==> src/rtl/pie_enc_pkg.sv <==
package pie_enc_pkg;

    typedef enum logic [2:0] {
        SEG_DELIM,
        SEG_SYNC0,
        SEG_RTCAL,
        SEG_TRCAL,
        SEG_CMD,
        SEG_CRC,
        SEG_TAIL
    } seg_e;

    localparam int SYM_LO_SAMPLES = 2;
    localparam int ZERO_HI_SAMPLES = 2;
    localparam int ONE_HI_SAMPLES = 6;
    localparam int RTCAL_HI_SAMPLES = 10;
    localparam int CRC5_LEN = 5;
    localparam int CRC16_LEN = 16;
    localparam logic [4:0] CRC5_PRESET = 5'b01001;
    localparam logic [4:0] CRC5_TAPS = 5'b01001;
    localparam logic [15:0] CRC16_PRESET = 16'hFFFF;
    localparam logic [15:0] CRC16_TAPS = 16'h1021;

    // divide exponent: codes 0,1,2 map to x1,x2,x4; code 3 reuses x4
    function automatic logic [1:0] tari_shift(input logic [1:0] code);
        return (code == 2'd3) ? 2'd2 : code;
    endfunction

    // a 12.5 us low interval measured in quarter-symbol samples
    function automatic logic [3:0] delim_samples(input logic [1:0] code);
        case (code)
            2'd0:    return 4'd8;
            2'd1:    return 4'd4;
            default: return 4'd2;
        endcase
    endfunction

    function automatic logic [4:0] crc5_next(input logic [4:0] r, input logic b);
        return {r[3:0], 1'b0} ^ ((r[4] ^ b) ? CRC5_TAPS : 5'b0);
    endfunction

    function automatic logic [15:0] crc16_next(input logic [15:0] r, input logic b);
        return {r[14:0], 1'b0} ^ ((r[15] ^ b) ? CRC16_TAPS : 16'b0);
    endfunction

endpackage

==> src/rtl/pie_qtick_div.sv <==
module pie_qtick_div
    import pie_enc_pkg::*;
#(
    parameter int QTR_BASE = 50
) (
    input  logic       clk,
    input  logic       rst,
    input  logic       run,
    input  logic       restart,
    input  logic [1:0] tari_code,
    output logic       tick
);
    localparam int TERM_MAX = QTR_BASE * 4;
    localparam int CW = $clog2(TERM_MAX + 1);

    logic [CW-1:0] term;
    logic [CW-1:0] cnt;
    logic          at_end;

    always_comb begin
        term   = CW'(QTR_BASE * (1 << tari_shift(tari_code)));
        at_end = (cnt == term - CW'(1));
        tick   = run && at_end;
    end

    always_ff @(posedge clk) begin
        if (rst || restart || !run) begin
            cnt <= '0;
        end else if (at_end) begin
            cnt <= '0;
        end else begin
            cnt <= cnt + CW'(1);
        end
    end
endmodule

==> src/rtl/pie_crc_unit.sv <==
module pie_crc_unit
    import pie_enc_pkg::*;
(
    input  logic        clk,
    input  logic        rst,
    input  logic        init,
    input  logic        shift,
    input  logic        bit_in,
    input  logic        sel16,
    output logic [15:0] crc_word
);
    logic [4:0]  c5;
    logic [15:0] c16;

    always_ff @(posedge clk) begin
        if (rst || init) begin
            c5  <= CRC5_PRESET;
            c16 <= CRC16_PRESET;
        end else if (shift) begin
            c5  <= crc5_next(c5, bit_in);
            c16 <= crc16_next(c16, bit_in);
        end
    end

    // word to append, right-aligned; the 16-bit form goes out complemented
    always_comb begin
        crc_word = sel16 ? ~c16 : {11'b0, c5};
    end
endmodule

==> src/rtl/pie_frame_seq.sv <==
module pie_frame_seq
    import pie_enc_pkg::*;
#(
    parameter int MAX_CMD_BITS = 64,
    parameter int LEN_W = 7,
    parameter int TRCAL_W = 6
) (
    input  logic                    clk,
    input  logic                    rst,
    input  logic                    start,
    input  logic [MAX_CMD_BITS-1:0] cmd_bits,
    input  logic [LEN_W-1:0]        cmd_len,
    input  logic                    crc_sel,
    input  logic                    hdr_sel,
    input  logic [1:0]              tari_sel,
    input  logic [TRCAL_W-1:0]      trcal_hi,
    input  logic                    tick,
    input  logic [15:0]             crc_word,
    output logic                    busy,
    output logic                    accept,
    output logic [1:0]              tari_q,
    output logic                    crc16_q,
    output logic                    crc_shift,
    output logic                    crc_bit,
    output logic                    tx_sample,
    output logic                    tx_valid,
    output logic                    tx_done
);
    localparam int SYM_MAX = ((1 << TRCAL_W) + 1 > 12) ? (1 << TRCAL_W) + 1 : 12;
    localparam int POS_W = $clog2(SYM_MAX + 1);
    localparam int IDX_W = (LEN_W > 5) ? LEN_W : 5;

    typedef struct packed {
        logic [LEN_W-1:0]   len;
        logic               crc16;
        logic               pre;
        logic [1:0]         tari;
        logic [TRCAL_W-1:0] trcal;
    } cfg_t;

    cfg_t                    cfg;
    seg_e                    seg;
    logic [POS_W-1:0]        pos;
    logic [IDX_W-1:0]        idx;
    logic [MAX_CMD_BITS-1:0] cmd_sr;
    logic [15:0]             crc_sr;

    logic [LEN_W-1:0] len_eff;
    logic [POS_W-1:0] hi_n;
    logic [POS_W-1:0] lo_n;
    logic             sym_last;
    logic [15:0]      crc_al;
    logic [IDX_W-1:0] cmd_last;
    logic [IDX_W-1:0] crc_last;
    seg_e             pay_seg;

    always_comb begin
        accept  = start && !busy;
        len_eff = (cmd_len > LEN_W'(MAX_CMD_BITS)) ? LEN_W'(MAX_CMD_BITS) : cmd_len;
        crc_al  = cfg.crc16 ? crc_word : {crc_word[4:0], 11'b0};
        cmd_last = IDX_W'(cfg.len) - IDX_W'(1);
        crc_last = cfg.crc16 ? IDX_W'(CRC16_LEN - 1) : IDX_W'(CRC5_LEN - 1);
        pay_seg = (cfg.len != '0) ? SEG_CMD : SEG_CRC;

        hi_n = '0;
        lo_n = POS_W'(SYM_LO_SAMPLES);
        case (seg)
            SEG_DELIM: lo_n = POS_W'(delim_samples(cfg.tari));
            SEG_SYNC0: hi_n = POS_W'(ZERO_HI_SAMPLES);
            SEG_RTCAL: hi_n = POS_W'(RTCAL_HI_SAMPLES);
            SEG_TRCAL: hi_n = POS_W'(cfg.trcal);
            SEG_CMD:   hi_n = cmd_sr[MAX_CMD_BITS-1] ? POS_W'(ONE_HI_SAMPLES) : POS_W'(ZERO_HI_SAMPLES);
            SEG_CRC:   hi_n = crc_sr[15] ? POS_W'(ONE_HI_SAMPLES) : POS_W'(ZERO_HI_SAMPLES);
            default:   lo_n = '0;
        endcase
        sym_last = (pos == hi_n + lo_n - POS_W'(1));

        tari_q    = cfg.tari;
        crc16_q   = cfg.crc16;
        crc_shift = busy && tick && (seg == SEG_CMD) && (pos == '0);
        crc_bit   = cmd_sr[MAX_CMD_BITS-1];
    end

    always_ff @(posedge clk) begin
        if (rst) begin
            busy      <= 1'b0;
            seg       <= SEG_DELIM;
            pos       <= '0;
            idx       <= '0;
            cfg       <= '0;
            cmd_sr    <= '0;
            crc_sr    <= '0;
            tx_sample <= 1'b1;
            tx_valid  <= 1'b0;
            tx_done   <= 1'b0;
        end else begin
            tx_valid <= 1'b0;
            tx_done  <= 1'b0;
            if (accept) begin
                busy      <= 1'b1;
                seg       <= SEG_DELIM;
                pos       <= '0;
                idx       <= '0;
                cfg.len   <= len_eff;
                cfg.crc16 <= crc_sel;
                cfg.pre   <= hdr_sel;
                cfg.tari  <= tari_sel;
                cfg.trcal <= trcal_hi;
                cmd_sr    <= cmd_bits << (MAX_CMD_BITS - int'(len_eff));
            end else if (busy && tick) begin
                if (seg == SEG_TAIL) begin
                    tx_sample <= 1'b1;
                    tx_done   <= 1'b1;
                    busy      <= 1'b0;
                end else begin
                    tx_sample <= (pos < hi_n);
                    tx_valid  <= 1'b1;
                    if (!sym_last) begin
                        pos <= pos + POS_W'(1);
                    end else begin
                        pos <= '0;
                        case (seg)
                            SEG_DELIM: seg <= SEG_SYNC0;
                            SEG_SYNC0: seg <= SEG_RTCAL;
                            SEG_RTCAL: begin
                                if (cfg.pre) begin
                                    seg <= SEG_TRCAL;
                                end else begin
                                    seg <= pay_seg;
                                    if (cfg.len == '0) crc_sr <= crc_al;
                                end
                            end
                            SEG_TRCAL: begin
                                seg <= pay_seg;
                                if (cfg.len == '0) crc_sr <= crc_al;
                            end
                            SEG_CMD: begin
                                cmd_sr <= cmd_sr << 1;
                                if (idx == cmd_last) begin
                                    seg    <= SEG_CRC;
                                    idx    <= '0;
                                    crc_sr <= crc_al;
                                end else begin
                                    idx <= idx + IDX_W'(1);
                                end
                            end
                            SEG_CRC: begin
                                crc_sr <= crc_sr << 1;
                                if (idx == crc_last) begin
                                    seg <= SEG_TAIL;
                                end else begin
                                    idx <= idx + IDX_W'(1);
                                end
                            end
                            default: seg <= SEG_TAIL;
                        endcase
                    end
                end
            end
        end
    end
endmodule

==> src/rtl/pie_frame_encoder.sv <==
module pie_frame_encoder
    import pie_enc_pkg::*;
#(
    parameter int MAX_CMD_BITS = 64,
    parameter int QTR_BASE = 50,
    parameter int TRCAL_W = 6,
    localparam int LEN_W = $clog2(MAX_CMD_BITS + 1)
) (
    input  logic                    clk,
    input  logic                    rst,
    input  logic [MAX_CMD_BITS-1:0] cmd_bits,
    input  logic [LEN_W-1:0]        cmd_len,
    input  logic                    crc_sel,
    input  logic                    hdr_sel,
    input  logic [1:0]              tari_sel,
    input  logic [TRCAL_W-1:0]      trcal_hi,
    input  logic                    start,
    output logic                    tx_sample,
    output logic                    tx_valid,
    output logic                    tx_done
);
    logic        busy;
    logic        accept;
    logic        qtick;
    logic [1:0]  tari_q;
    logic        crc16_q;
    logic        crc_shift;
    logic        crc_bit;
    logic [15:0] crc_word;

    pie_qtick_div #(
        .QTR_BASE(QTR_BASE)
    ) u_div (
        .clk(clk),
        .rst(rst),
        .run(busy),
        .restart(accept),
        .tari_code(tari_q),
        .tick(qtick)
    );

    pie_crc_unit u_crc (
        .clk(clk),
        .rst(rst),
        .init(accept),
        .shift(crc_shift),
        .bit_in(crc_bit),
        .sel16(crc16_q),
        .crc_word(crc_word)
    );

    pie_frame_seq #(
        .MAX_CMD_BITS(MAX_CMD_BITS),
        .LEN_W(LEN_W),
        .TRCAL_W(TRCAL_W)
    ) u_seq (
        .clk(clk),
        .rst(rst),
        .start(start),
        .cmd_bits(cmd_bits),
        .cmd_len(cmd_len),
        .crc_sel(crc_sel),
        .hdr_sel(hdr_sel),
        .tari_sel(tari_sel),
        .trcal_hi(trcal_hi),
        .tick(qtick),
        .crc_word(crc_word),
        .busy(busy),
        .accept(accept),
        .tari_q(tari_q),
        .crc16_q(crc16_q),
        .crc_shift(crc_shift),
        .crc_bit(crc_bit),
        .tx_sample(tx_sample),
        .tx_valid(tx_valid),
        .tx_done(tx_done)
    );
endmodule

==> config.mk <==
export PLATFORM = sky130hd
export DESIGN_NAME = pie_frame_encoder
export DESIGN_NICKNAME = d
export VERILOG_FILES = /design/src/rtl/pie_enc_pkg.sv /design/src/rtl/pie_qtick_div.sv /design/src/rtl/pie_crc_unit.sv /design/src/rtl/pie_frame_seq.sv /design/src/rtl/pie_frame_encoder.sv
export SDC_FILE = /design/constraint.sdc
export NUM_CORES = 1
export LEC_CHECK = 0
export ABC_AREA = 1
export CAP_MARGIN = 20
export CORE_MARGIN = 2
export CORE_UTILIZATION = 40
export CTS_CLUSTER_DIAMETER = 200
export DETAILED_ROUTE_END_ITERATION = 7
export GPL_ROUTABILITY_DRIVEN = 0
export HOLD_SLACK_MARGIN = 0.06
export PLACE_DENSITY = 0.58
export RECOVER_POWER = 25
export SETUP_SLACK_MARGIN = 0.2
export SLEW_MARGIN = 10
export SYNTH_ARGS = -nofsm -noshare
export SYNTH_HDL_FRONTEND = slang
export SYNTH_SLANG_ARGS = --single-unit
export TNS_END_PERCENT = 5
==> constraint.sdc <==
create_clock -name clk -period 6.5 [get_ports clk]
set_input_delay 1.3 -clock clk [delete_from_list [all_inputs] [get_ports clk]]
set_output_delay 1.3 -clock clk [all_outputs]
set_load 0.02 [all_outputs]
[Yosys cells after proc, flatten, opt, wreduce, memory -nomap -nowiden]
Index checks and enable logic that the tools add are counted.
Word-level totals
  flip-flop bits (word level): 147
  bits of input ports: 84
  output and inout port bits: 3
  word-level logic and storage cells: 121
Operators by class
  add/subtract/negate cells: 8
  multiply operators: 1
  $lt $le $gt $ge: 2
  equal/unequal tests: 17
  shifts and indexed selects: 2
  muxes and demuxes: 36
  bitwise logic cells: 8
  reductions and logical operators: 30
Operators by type and width (number)
  2-to-1 mux 64 bit: 5
  2-to-1 mux 16 bit: 5
  case mux 16 bit (4 select lines): 1
  << shifter 64 x 32 -> 64 bit: 1
  case mux 7 bit (5 select lines): 1
  multiplier 6 x 32 -> 7 bit, first input constant: 1
  << shifter 1 x 2 -> 32 bit, first input constant: 1
  2-to-1 mux 7 bit: 4
  == test 7 bit: 3
  case mux 3 bit (6 select lines): 1
  inverter 16 bit: 1
  case mux 4 bit (2 select lines): 2
  bitwise XOR 16 bit: 1
  2-to-1 mux 3 bit: 5
  adder 7 x 1 -> 7 bit, second input constant: 2
  logical NOT 7 bit: 2
  case mux 7 bit (2 select lines): 1
  subtractor 7 x 1 -> 7 bit, second input constant: 2
  2-to-1 mux 13 bit: 1
  AND reduction 5 bit: 2
  nonzero test 2 bit: 5
  == test 3 bit, second input constant: 3
  adder 8 x 1 -> 8 bit, second input constant: 1
  == test 8 bit: 1
  30 further kinds: 52

[Depth between registers and ports, before layout]
Gate-level depths: netlist (run 1).
  depth after elaboration: 10
  gate-level depth with buffers: 25
  mapped depth without buffers: 24

[Modules after synthesis]
From an unflattened synthesis (run 1), not the netlist that was laid out.
Unflattened totals
  cell total of the unflattened synthesis: 2182
  area, all modules: 12349.3 um^2
Modules (own cells, without submodules)
  pie_frame_seq: instances 1, cells an instance 1991, area each 11000.6 um^2, sequential area each 2362.3 um^2
  pie_crc_unit: instances 1, cells an instance 131, area each 920.9 um^2, sequential area each 420.4 um^2
  pie_qtick_div: instances 1, cells an instance 60, area each 427.9 um^2, sequential area each 160.2 um^2

[Worst setup path after synthesis (run 1)]
No wires, ideal clock.
  path kind: flip-flop to flip-flop
  start point: register u_seq.seg[2]
  end point: register u_seq.crc_sr[10]
  library setup time: 113 ps
  data arrival time: 3387 ps
  data required time: 6387 ps
  path slack: 3001 ps
  cell stages (with the launch flop): 22
  path buffers: 3
  period minus slack after synthesis: 3499 ps
  cells stage by stage: dfxtp_1 -> inv_1 -> nor3_1 -> buf_2 -> inv_1 -> clkbuf_1 -> o22ai_1 -> a21oi_1 -> ha_1 -> fa_1 -> nor2_1 -> a21oi_1 -> nand2_1 -> nor2_2 -> nand2_2 -> nor2_4 -> nand3_4 -> nor2_4 -> nand3_2 -> buf_2 -> nor2_1 -> nor2_1
Between the ends
  longest elaborated chain between the ends: 7
  elaborated cells between the ends (all ways): 19
  those cells by class: add/sub (2); eq/ne (9); mux (3); bitwise (1); reduce/logical (4)
Ends and longest elaborated chain
  from (decl): RTL line pie_frame_seq.sv:42  | seg_e seg;
  from (signal assigned): RTL line pie_frame_seq.sv:129  | seg <= pay_seg;
  from (signal assigned): RTL line pie_frame_seq.sv:134  | seg <= pay_seg;
  == test 3 x 1 -> 1 bit, or another cell as far along: RTL line pie_frame_seq.sv:67  | case (seg)
  OR reduction 5 bit (no source line)
  case mux 4 bit (2 select lines): RTL line pie_frame_seq.sv:67
  adder 7 x 4 -> 7 bit: RTL line pie_frame_seq.sv:76  | sym_last = (pos == hi_n + lo_n - POS_W'(1));
  subtractor 7 x 1 -> 7 bit: RTL line pie_frame_seq.sv:76
  == test 7 bit: RTL line pie_frame_seq.sv:76
  AND reduction 7 bit (no source line)
  to (signal assigned): RTL line pie_frame_seq.sv:130  | if (cfg.len == '0) crc_sr <= crc_al;
  to (signal assigned): RTL line pie_frame_seq.sv:135  | if (cfg.len == '0) crc_sr <= crc_al;
  to (signal assigned): RTL line pie_frame_seq.sv:142  | crc_sr <= crc_al;
  to (decl): RTL line pie_frame_seq.sv:46  | logic [15:0] crc_sr;
Parallel ways exist; a longest one is shown, timed or not.
A chain may end at the register's enable or synchronous reset.

[Final worst setup path (run 1)]
  start point: register u_seq.seg[2]
  end point: register u_seq.cmd_sr[14]
Between the ends
  longest elaborated chain between the ends: 8
  elaborated cells between the ends (all ways): 17
  those cells by class: add/sub (2); eq/ne (8); mux (2); reduce/logical (5)
Ends and longest elaborated chain
  == test 3 x 1 -> 1 bit, or another cell as far along: RTL line pie_frame_seq.sv:67
  OR reduction 5 bit (no source line)
  case mux 4 bit (2 select lines): RTL line pie_frame_seq.sv:67
  adder 7 x 4 -> 7 bit: RTL line pie_frame_seq.sv:76
  subtractor 7 x 1 -> 7 bit: RTL line pie_frame_seq.sv:76
  == test 7 bit: RTL line pie_frame_seq.sv:76
  nonzero test 2 bit (no source line)
  AND reduction 4 bit (no source line) *
  to (signal assigned): RTL line pie_frame_seq.sv:109  | cmd_sr <= cmd_bits << (MAX_CMD_BITS - int'(len_eff));
  to (signal assigned): RTL line pie_frame_seq.sv:138  | cmd_sr <= cmd_sr << 1;
  to (decl): RTL line pie_frame_seq.sv:45  | logic [MAX_CMD_BITS-1:0] cmd_sr;
Mark *: on every way between the ends. The rest lies on a longest branch, timed or not.

==> results.txt, run 1 <==
----------------------------------------------------
[Yosys]
  Synthesized area divided by synthesized cell count ... 5.78 um^2
  Sequential fraction of the synthesis area ... between 20% and 30%
  Number of synthesized register bits ... 147
  Count of mapped cells out of synthesis ... between 2000 and 2500
  Summed instance area of the synthesized netlist ... 11800 um^2
  Synth Warn # ... 0
  Syn nets ... 2137
  Number of different library cells in the post-synthesis netlist ... 41

[CTS]
  Register clock-pin slew on the reported worst setup and hold paths ... 60 ps
  Max Root-Sink Buffers ... 2
  Total number of clock tree sinks ... about 150
  Gates resized, CTS repair ... 0
  Htree depth ... 4
  Root buf cell ... sky130_fd_sc_hd__clkbuf_16
  Number of buffers inserted during clock tree synthesis ... 17
  TritonCTS clock tree ... built
  Post-CTS repair timing setup buffer count ... 0
  Clk Latency, worst-skew pair ... 420 ps
  Cts-stage hold buffer count ... 0

[Timing]
  Number of endpoints with negative hold slack in the final report ... 0
  PnR worst setup slack ... 1320 ps
  Total setup violations reported at the end of the flow ... 0
  Worst slew margin ... 5.49%
  Clock tree skew after final layout ... just under 8 ps
  Worst-Margin Slew ... 1420 ps
  Period utilization ... around 80%
  RSZ-0062 raised after global routing ... no
  Post-Route Hold Slack ... 458 ps
  Final critical delay including setup and external delays ... approximately 5200 ps
  Achievable Freq ... 0.193 GHz
  Final Slew Violations ... 0
  Aggregate negative setup slack ... 0 ps

[Critical path]
  Max stage delay on crit path ... 740 ps
  Required time reported for the critical path endpoint ... 6810 ps
  Arrival time of the worst setup path ... 5490 ps
  Startpoint types ... flop
  Critical path class ... flop to flop
  Max FO, Critical Path ... 79
  Endpoint type of the worst setup path ... flop
  Cell count of the worst reg-to-reg path ... 20
  Crit path cell chain ... inv_1 > nor3_2 > buf_4 > inv_1 > o22ai_1 > a21oi_1 > ha_1 > fa_1 > nand2_1 > nand2_1 > nor2_1 > nand2_1 > nor2_2 > nand2_2 > nor2_4 > nand4_4 > nand2_4 > inv_1 > nor2_1 > nor2_1
  Crit-path slowest cell ... sky130_fd_sc_hd__nand2_4

[Die]
  IO Count ... between 80 and 90
  Overall die width ... about 180 um
  Core region area ... about 29000 um^2
  Die H ... 175 um
  Number of standard-cell rows in the floorplan ... 62
  Initial standard-cell utilization of the core ... between 40% and 50%
  DIE AREA ... 30800 um^2

[Cells and area]
  Commonest cells after routing, fill and taps aside ... 610 x sky130_fd_sc_hd__nand2_1, 485 x sky130_fd_sc_hd__nand3_1, 169 x sky130_fd_sc_hd__nor2_1
  Most frequent standard cell in the layout excluding fill and tap cells ... sky130_fd_sc_hd__nand2_1
  Storage element area ... 2940 um^2
  Ant. Diodes ... 0
  Area delta synth->final ... 11.5%
  Core utilization of the finished layout ... 45.5%
  Layout filler cell count ... 3120
  Number of nets in the layout ... between 2000 and 2500
  Final Cell Area ... around 13000 um^2
  Share of post-route cells with drive strength above 1 ... under 10%
  Multi-input gate area in the final layout ... 7680 um^2

[Routing]
  Routed Antenna Nets ... 0
  Detailed router's first-iteration violation count ... 1358
  Average wire per standard cell ... 16.5 um
  Final wirelength ... 40000 um
  Number of remaining DRC errors ... 0
  Via density per instance ... 5.50
  Total vias in the final route ... 13300
  Length of the first detailed-routing pass in iterations ... 6

[Global routing]
  Global-route wire length before repair ... 65400 um
  Total GRT Usage ... roughly a quarter
  Via count of the first global-routing pass ... 12500
  Pin count of the biggest net entering global routing ... 80
  Initial antenna violation count ... 0
  Overflow after GRT ... 0

[Worst hold path]
  Worst hold path class ... flop to flop
  Number of cells on the worst hold path ... 2

[Power]
  Largest voltage drop on the vdd net ... 0.200 mV
  Pwr per Cell Area ... 214 nW/um^2
  Leak ... 5.88 nW

[Flow run]
  Number of max-cap violations ... 0

[Placement]
  DP Worst Slack ... 1430 ps
  Hpwl dp ... 29900 um
  Placement-stage cell area ... 12500 um^2
  Number of buffers inserted by port buffering ... 86

[Outcome]
  Run status ... finished clean

----------------------------------------------------
[through the flow]
step / power [mW] / instances
finish: 2.80 / 2424
CTS: 2.81 / 2424
global placement: 1.86 / 2392
floorplan: 1.62 / 2032
global route: 2.96 / 2424
detailed placement: 1.87 / 2392
[logic make-up after synthesis]
group	after synthesis	synth area share, %
compound gates	275	12.3
xor+xnor	17	1.27
fa+ha+maj	21	2.30
buf+inv	248	9.61
flops	147	25.0
simple gates	1324	49.5
[synth_stat cells, drive strengths merged]
library cell | number | area [um^2]
nand2 | 623 | 2390
nand3 | 491 | 2490
nor2 | 182 | 743
o21ai | 149 | 746
dfxtp | 147 | 2940
inv | 121 | 457
a21oi | 93 | 465
buf | 85 | 516
clkbuf | 39 | 146
ha | 20 | 250
nand4 | 16 | 115
xor2 | 12 | 105
nor3 | 8 | 45.0
o31ai | 8 | 60.1
o211ai | 7 | 52.6
o22ai | 7 | 43.8
xnor2 | 5 | 43.8
a31oi | 4 | 25.0
a22oi | 3 | 22.5
clkinv | 3 | 11.3
nor3b | 2 | 15.0
o21a | 2 | 15.0
o311ai | 2 | 17.5
fa | 1 | 20.0
nand3b | 1 | 7.51
or2 | 1 | 6.26
[flip-flops by register name, summed over array words and instances (netlist names), 2 cells and up]
register / cells
u_seq.cmd_sr: 64
u_crc.c16: 16
u_seq.crc_sr: 16
u_seq.cfg: 14
u_div.cnt: 8
u_seq.idx: 7
u_seq.pos: 7
u_crc.c5: 5
u_seq.seg: 3
u_seq.tari_q: 2
[critical path, delay by kind of cell (launching register included)]
| kind | cells | cell delay [ps] |
|---|---|---|
| AND/OR/NAND/NOR | 12 | 2180 |
| buffers and inverters | 4 | 1270 |
| adder cells (fa/ha/maj) | 2 | 820 |
| AO/OA/AOI/OAI | 2 | 390 |
| flip-flops | 1 | 350 |
[layer usage]
layer	vias up	share of wire (%)	GRT usage, %
met5	-	0	0
met4	0	3.5	9.44
met3	74	4.1	3.12
met2	357	46	42.9
met1	6149	46	35.5
li1	6751	-	-
[report_power, final]
group / switching, mW / internal (mW) / leakage, nW / total [mW]
clock: 0.396 / 0.544 / 0.267 / 0.940
combinational: 0.615 / 0.276 / 4.41 / 0.891
sequential: 0.0264 / 0.946 / 1.20 / 0.972
total: 1.04 / 1.77 / 5.88 / 2.80
[layout make-up]
cell class | instances | share of cell area [%]
Multi-Input combinational cell | 1637 | 58.7
Sequential cell | 147 | 22.5
Timing Repair Buffer | 100 | 7.34
Tap cell | 384 | 3.67
Inverter | 124 | 3.57
Clock buffer | 19 | 3.46
Clock inverter | 13 | 0.840
[path summary, 6_finish.rpt]
kind,startpoint,endpoint,slack (ps)
max,u_seq.seg[2],u_seq.cmd_sr[14],1320
min,u_seq.cfg[8],u_seq.cfg[8],460
max reg2reg,u_seq.seg[2],u_seq.cmd_sr[14],1320
min reg2reg,u_seq.cfg[8],u_seq.cfg[8],460
Power figures use the tool's default switching activity.
==> run 2: changes to the inputs <==
--- a/config.mk
+++ b/config.mk
@@ -13,7 +13,7 @@
 export DETAILED_ROUTE_END_ITERATION = 7
 export GPL_ROUTABILITY_DRIVEN = 0
 export HOLD_SLACK_MARGIN = 0.06
-export PLACE_DENSITY = 0.58
+export PLACE_DENSITY = 0.6
 export RECOVER_POWER = 25
 export SETUP_SLACK_MARGIN = 0.2
 export SLEW_MARGIN = 10
==> constraint.sdc (replaced) <==
create_clock -name clk -period 4.2 [get_ports clk]
set_input_delay 0.84 -clock clk [delete_from_list [all_inputs] [get_ports clk]]
set_output_delay 0.84 -clock clk [all_outputs]
set_load 0.02 [all_outputs]
==> run 2 against run 1 <==
Net effect: power rose by 58%; utilization up 0.86 points; first-iteration DRC count grew 7.6%; routed wire length is 0.95% lower.
==> results.txt, run 2 (same netlist as run 1, synthesis figures left out) <==
----------------------------------------------------
[Routing]
  Via density per instance ... 5.54 (was 5.50)
  Routed Antenna Nets ... 0 (unchanged)
  Number of remaining DRC errors ... 0 (unchanged)
  Detailed router's first-iteration violation count ... 1461 (was 1358)
  Average wire per standard cell ... 16.2 um (was 16.5 um)
  Final wirelength ... 39600 um (was 40000 um)
  Length of the first detailed-routing pass in iterations ... 6 (unchanged)
  Total vias in the final route ... 13500 (was 13300)

[Worst hold path]
  Worst hold path class ... flop to flop (unchanged)
  WHS Endpoint ... u_seq.cfg[1] (was u_seq.cfg[8])
  Hold Startpoint ... u_seq.cfg[1] (was u_seq.cfg[8])
  Number of cells on the worst hold path ... 2 (unchanged)

[Critical path]
  Endpoint type of the worst setup path ... flop (unchanged)
  Cell count of the worst reg-to-reg path ... 19 (was 20)
  Reg2reg setup slack ... 510 ps (was 1320 ps)
  Critical path class ... flop to flop (unchanged)
  Arrival time of the worst setup path ... 4000 ps (was 5490 ps)
  Max FO, Critical Path ... 30 (was 79)
  Startpoint of the worst register-to-register path ... u_seq.seg[1] (was u_seq.seg[2])
  Required time reported for the critical path endpoint ... 4510 ps (was 6810 ps)
  Startpoint types ... flop (unchanged)
  RR Endpoint ... u_seq.crc_sr[10] (was u_seq.cmd_sr[14])

[Outcome]
  Run status ... finished clean (unchanged)

[CTS]
  Root buf cell ... sky130_fd_sc_hd__clkbuf_16 (unchanged)
  Htree depth ... 4 (unchanged)
  Max Root-Sink Buffers ... 2 (unchanged)
  TritonCTS clock tree ... built (unchanged)
  Register clock-pin slew on the reported worst setup and hold paths ... 60 ps (about the same)
  Number of buffers inserted during clock tree synthesis ... 17 (unchanged)
  Total number of clock tree sinks ... 147 (unchanged)
  Clk Latency, worst-skew pair ... 430 ps (was 420 ps)

[Cells and area]
  Number of nets in the layout ... 2151 (was 2132)
  Share of post-route cells with drive strength above 1 ... 5.34% (was 4.46%)
  Register ranked first by flip-flop count ... u_seq.cmd_sr (unchanged)
  Commonest cells after routing, fill and taps aside ... 610 x sky130_fd_sc_hd__nand2_1, 485 x sky130_fd_sc_hd__nand3_1, 168 x sky130_fd_sc_hd__nor2_1 (was 610 x sky130_fd_sc_hd__nand2_1, 485 x sky130_fd_sc_hd__nand3_1, 169 x sky130_fd_sc_hd__nor2_1)
  Largest register FFs ... 64 (unchanged)
  Most frequent standard cell in the layout excluding fill and tap cells ... sky130_fd_sc_hd__nand2_1 (unchanged)
  Core utilization of the finished layout ... 46.4% (was 45.5%)
  Ant. Diodes ... 0 (unchanged)
  Area delta synth->final ... 13.6% (was 11.5%)
  Registers with the most flip-flops ... u_seq.cmd_sr (64), u_crc.c16 (16), u_seq.crc_sr (16) (unchanged)

[Timing]
  Period utilization ... 87.7% (was 79.7%)
  Total setup violations reported at the end of the flow ... 0 (unchanged)
  Clock tree skew after final layout ... 9.80 ps (was 7.81 ps)
  Worst-Margin Slew ... 1130 ps (was 1420 ps)
  Final Slew Violations ... 0 (unchanged)
  Number of endpoints with negative hold slack in the final report ... 0 (unchanged)
  Achievable Freq ... 0.271 GHz (was 0.193 GHz)
  Final critical delay including setup and external delays ... 3690 ps (was 5180 ps)
  RSZ-0062 raised after global routing ... yes (was no)
  Aggregate negative setup slack ... 0 ps (unchanged)
  Worst slew margin ... 24.4% (was 5.49%)

[Global routing]
  Pin count of the biggest net entering global routing ... 69 (was 80)
  Global-route wire length before repair ... 64000 um (was 65400 um)
  Initial antenna violation count ... 0 (unchanged)
  Overflow after GRT ... 0 (unchanged)
  Total GRT Usage ... 25.6% (was 26.2%)
  Via count of the first global-routing pass ... 12400 (was 12500)

[Die]
  IO Count ... 87 (unchanged)
  Overall die width ... 175 um (unchanged)
  Initial standard-cell utilization of the core ... 40.8% (unchanged)
  Die H ... 175 um (unchanged)
  Number of standard-cell rows in the floorplan ... 62 (unchanged)
  Core region area ... 28800 um^2 (unchanged)
  DIE AREA ... 30800 um^2 (unchanged)

[Placement]
  Hpwl dp ... 29900 um (about the same)
  Number of buffers inserted by port buffering ... 86 (unchanged)

[Power]
  Largest voltage drop on the vdd net ... 0.280 mV (was 0.200 mV)
  Pwr per Cell Area ... 332 nW/um^2 (was 214 nW/um^2)
  Leak ... 6.01 nW (was 5.88 nW)

[Flow run]
  Number of max-cap violations ... 0 (unchanged)

----------------------------------------------------
[run 2: changes by cell type in the layout (fill, tap and decap cells not counted), sizes merged]
| cell | previous run | this run |
|---|---|---|
| bufinv | 1 | 2 |
| clkinvlp | 5 | 3 |
| buf | 13 | 31 |
| clkbuf | 20 | 21 |
| clkinv | 9 | 10 |
[run 2: repair_timing]
item,in CTS,in global routing
resized for setup,0,5
setup endpoints to repair,0,80
buffers inserted,0,1
hold buffers,0,0
[run 2: worst max-delay path by stage]
stage | cells past startpoint | slack, ps | startpoint | endpoint
finish | 19 | 510 | u_seq.seg[1] | u_seq.crc_sr[10]
global route | 18 | 160 | u_seq.seg[1] | u_seq.cmd_sr[51]
CTS | 18 | 290 | u_seq.seg[1] | u_seq.cmd_sr[61]
detailed placement | 18 | 300 | u_seq.seg[1] | u_seq.cmd_sr[14]
global placement | 18 | 420 | u_seq.seg[0] | u_seq.cmd_sr[55]
floorplan | 21 | 700 | u_seq.seg[2] | u_seq.crc_sr[10]
[run 2: where the power goes]
group          internal [mW]  leakage (nW)  switching [mW]
logic                  0.461          4.52           0.971
registers               1.46          1.20          0.0409
clock network          0.892         0.285           0.610
total                   2.82          6.01            1.62
[run 2: cell type report]
class	instances	area (um^2)
repair buffers	118	1170
multi-input cells	1637	7700
inverters	124	472
repair inverters	1	7.51
well taps	384	480
clock inverters	12	131
fillers	3055	15400
clock buffers	20	447
flip-flops and latches	147	2940
[run 2: layer usage]
layer	GRT usage [%]	vias to the layer above	share of wire, %
li1	-	6797	-
met1	34.5	6231	45
met5	0	-	0
met4	9.57	0	3.5
met3	3.44	94	5.5
met2	41.8	417	46
[run 2: worst max-delay path, stage by stage, from the launching register on]
cell	delay [ps]
sky130_fd_sc_hd__dfxtp_1	440
sky130_fd_sc_hd__inv_1	120
sky130_fd_sc_hd__o311ai_1	350
sky130_fd_sc_hd__ha_1	300
sky130_fd_sc_hd__inv_1	60
sky130_fd_sc_hd__ha_1	170
sky130_fd_sc_hd__inv_1	70
sky130_fd_sc_hd__fa_1	510
sky130_fd_sc_hd__nor2_1	50
sky130_fd_sc_hd__a21oi_1	120
sky130_fd_sc_hd__nand2_1	90
sky130_fd_sc_hd__nor2_2	170
sky130_fd_sc_hd__nand2_2	90
sky130_fd_sc_hd__nor2_4	140
sky130_fd_sc_hd__nand3_4	120
sky130_fd_sc_hd__nor2_4	210
sky130_fd_sc_hd__nand3_2	70
sky130_fd_sc_hd__buf_4	240
sky130_fd_sc_hd__nor2_1	170
sky130_fd_sc_hd__nor2_1	70
[run 2: metrics by stage]
step                hold slack [ps]  power [mW]  std cells  cell area [um^2]  worst slack (ps)
finish                          462        4.44       2443             13300               515
global route                    476        4.69       2443             13300               158
CTS                             460        4.44       2441             13300               292
detailed placement              450        2.93       2409             12800               298
global placement                446        2.93       2409             12800               416
floorplan                       414        2.51       2032             11800               701
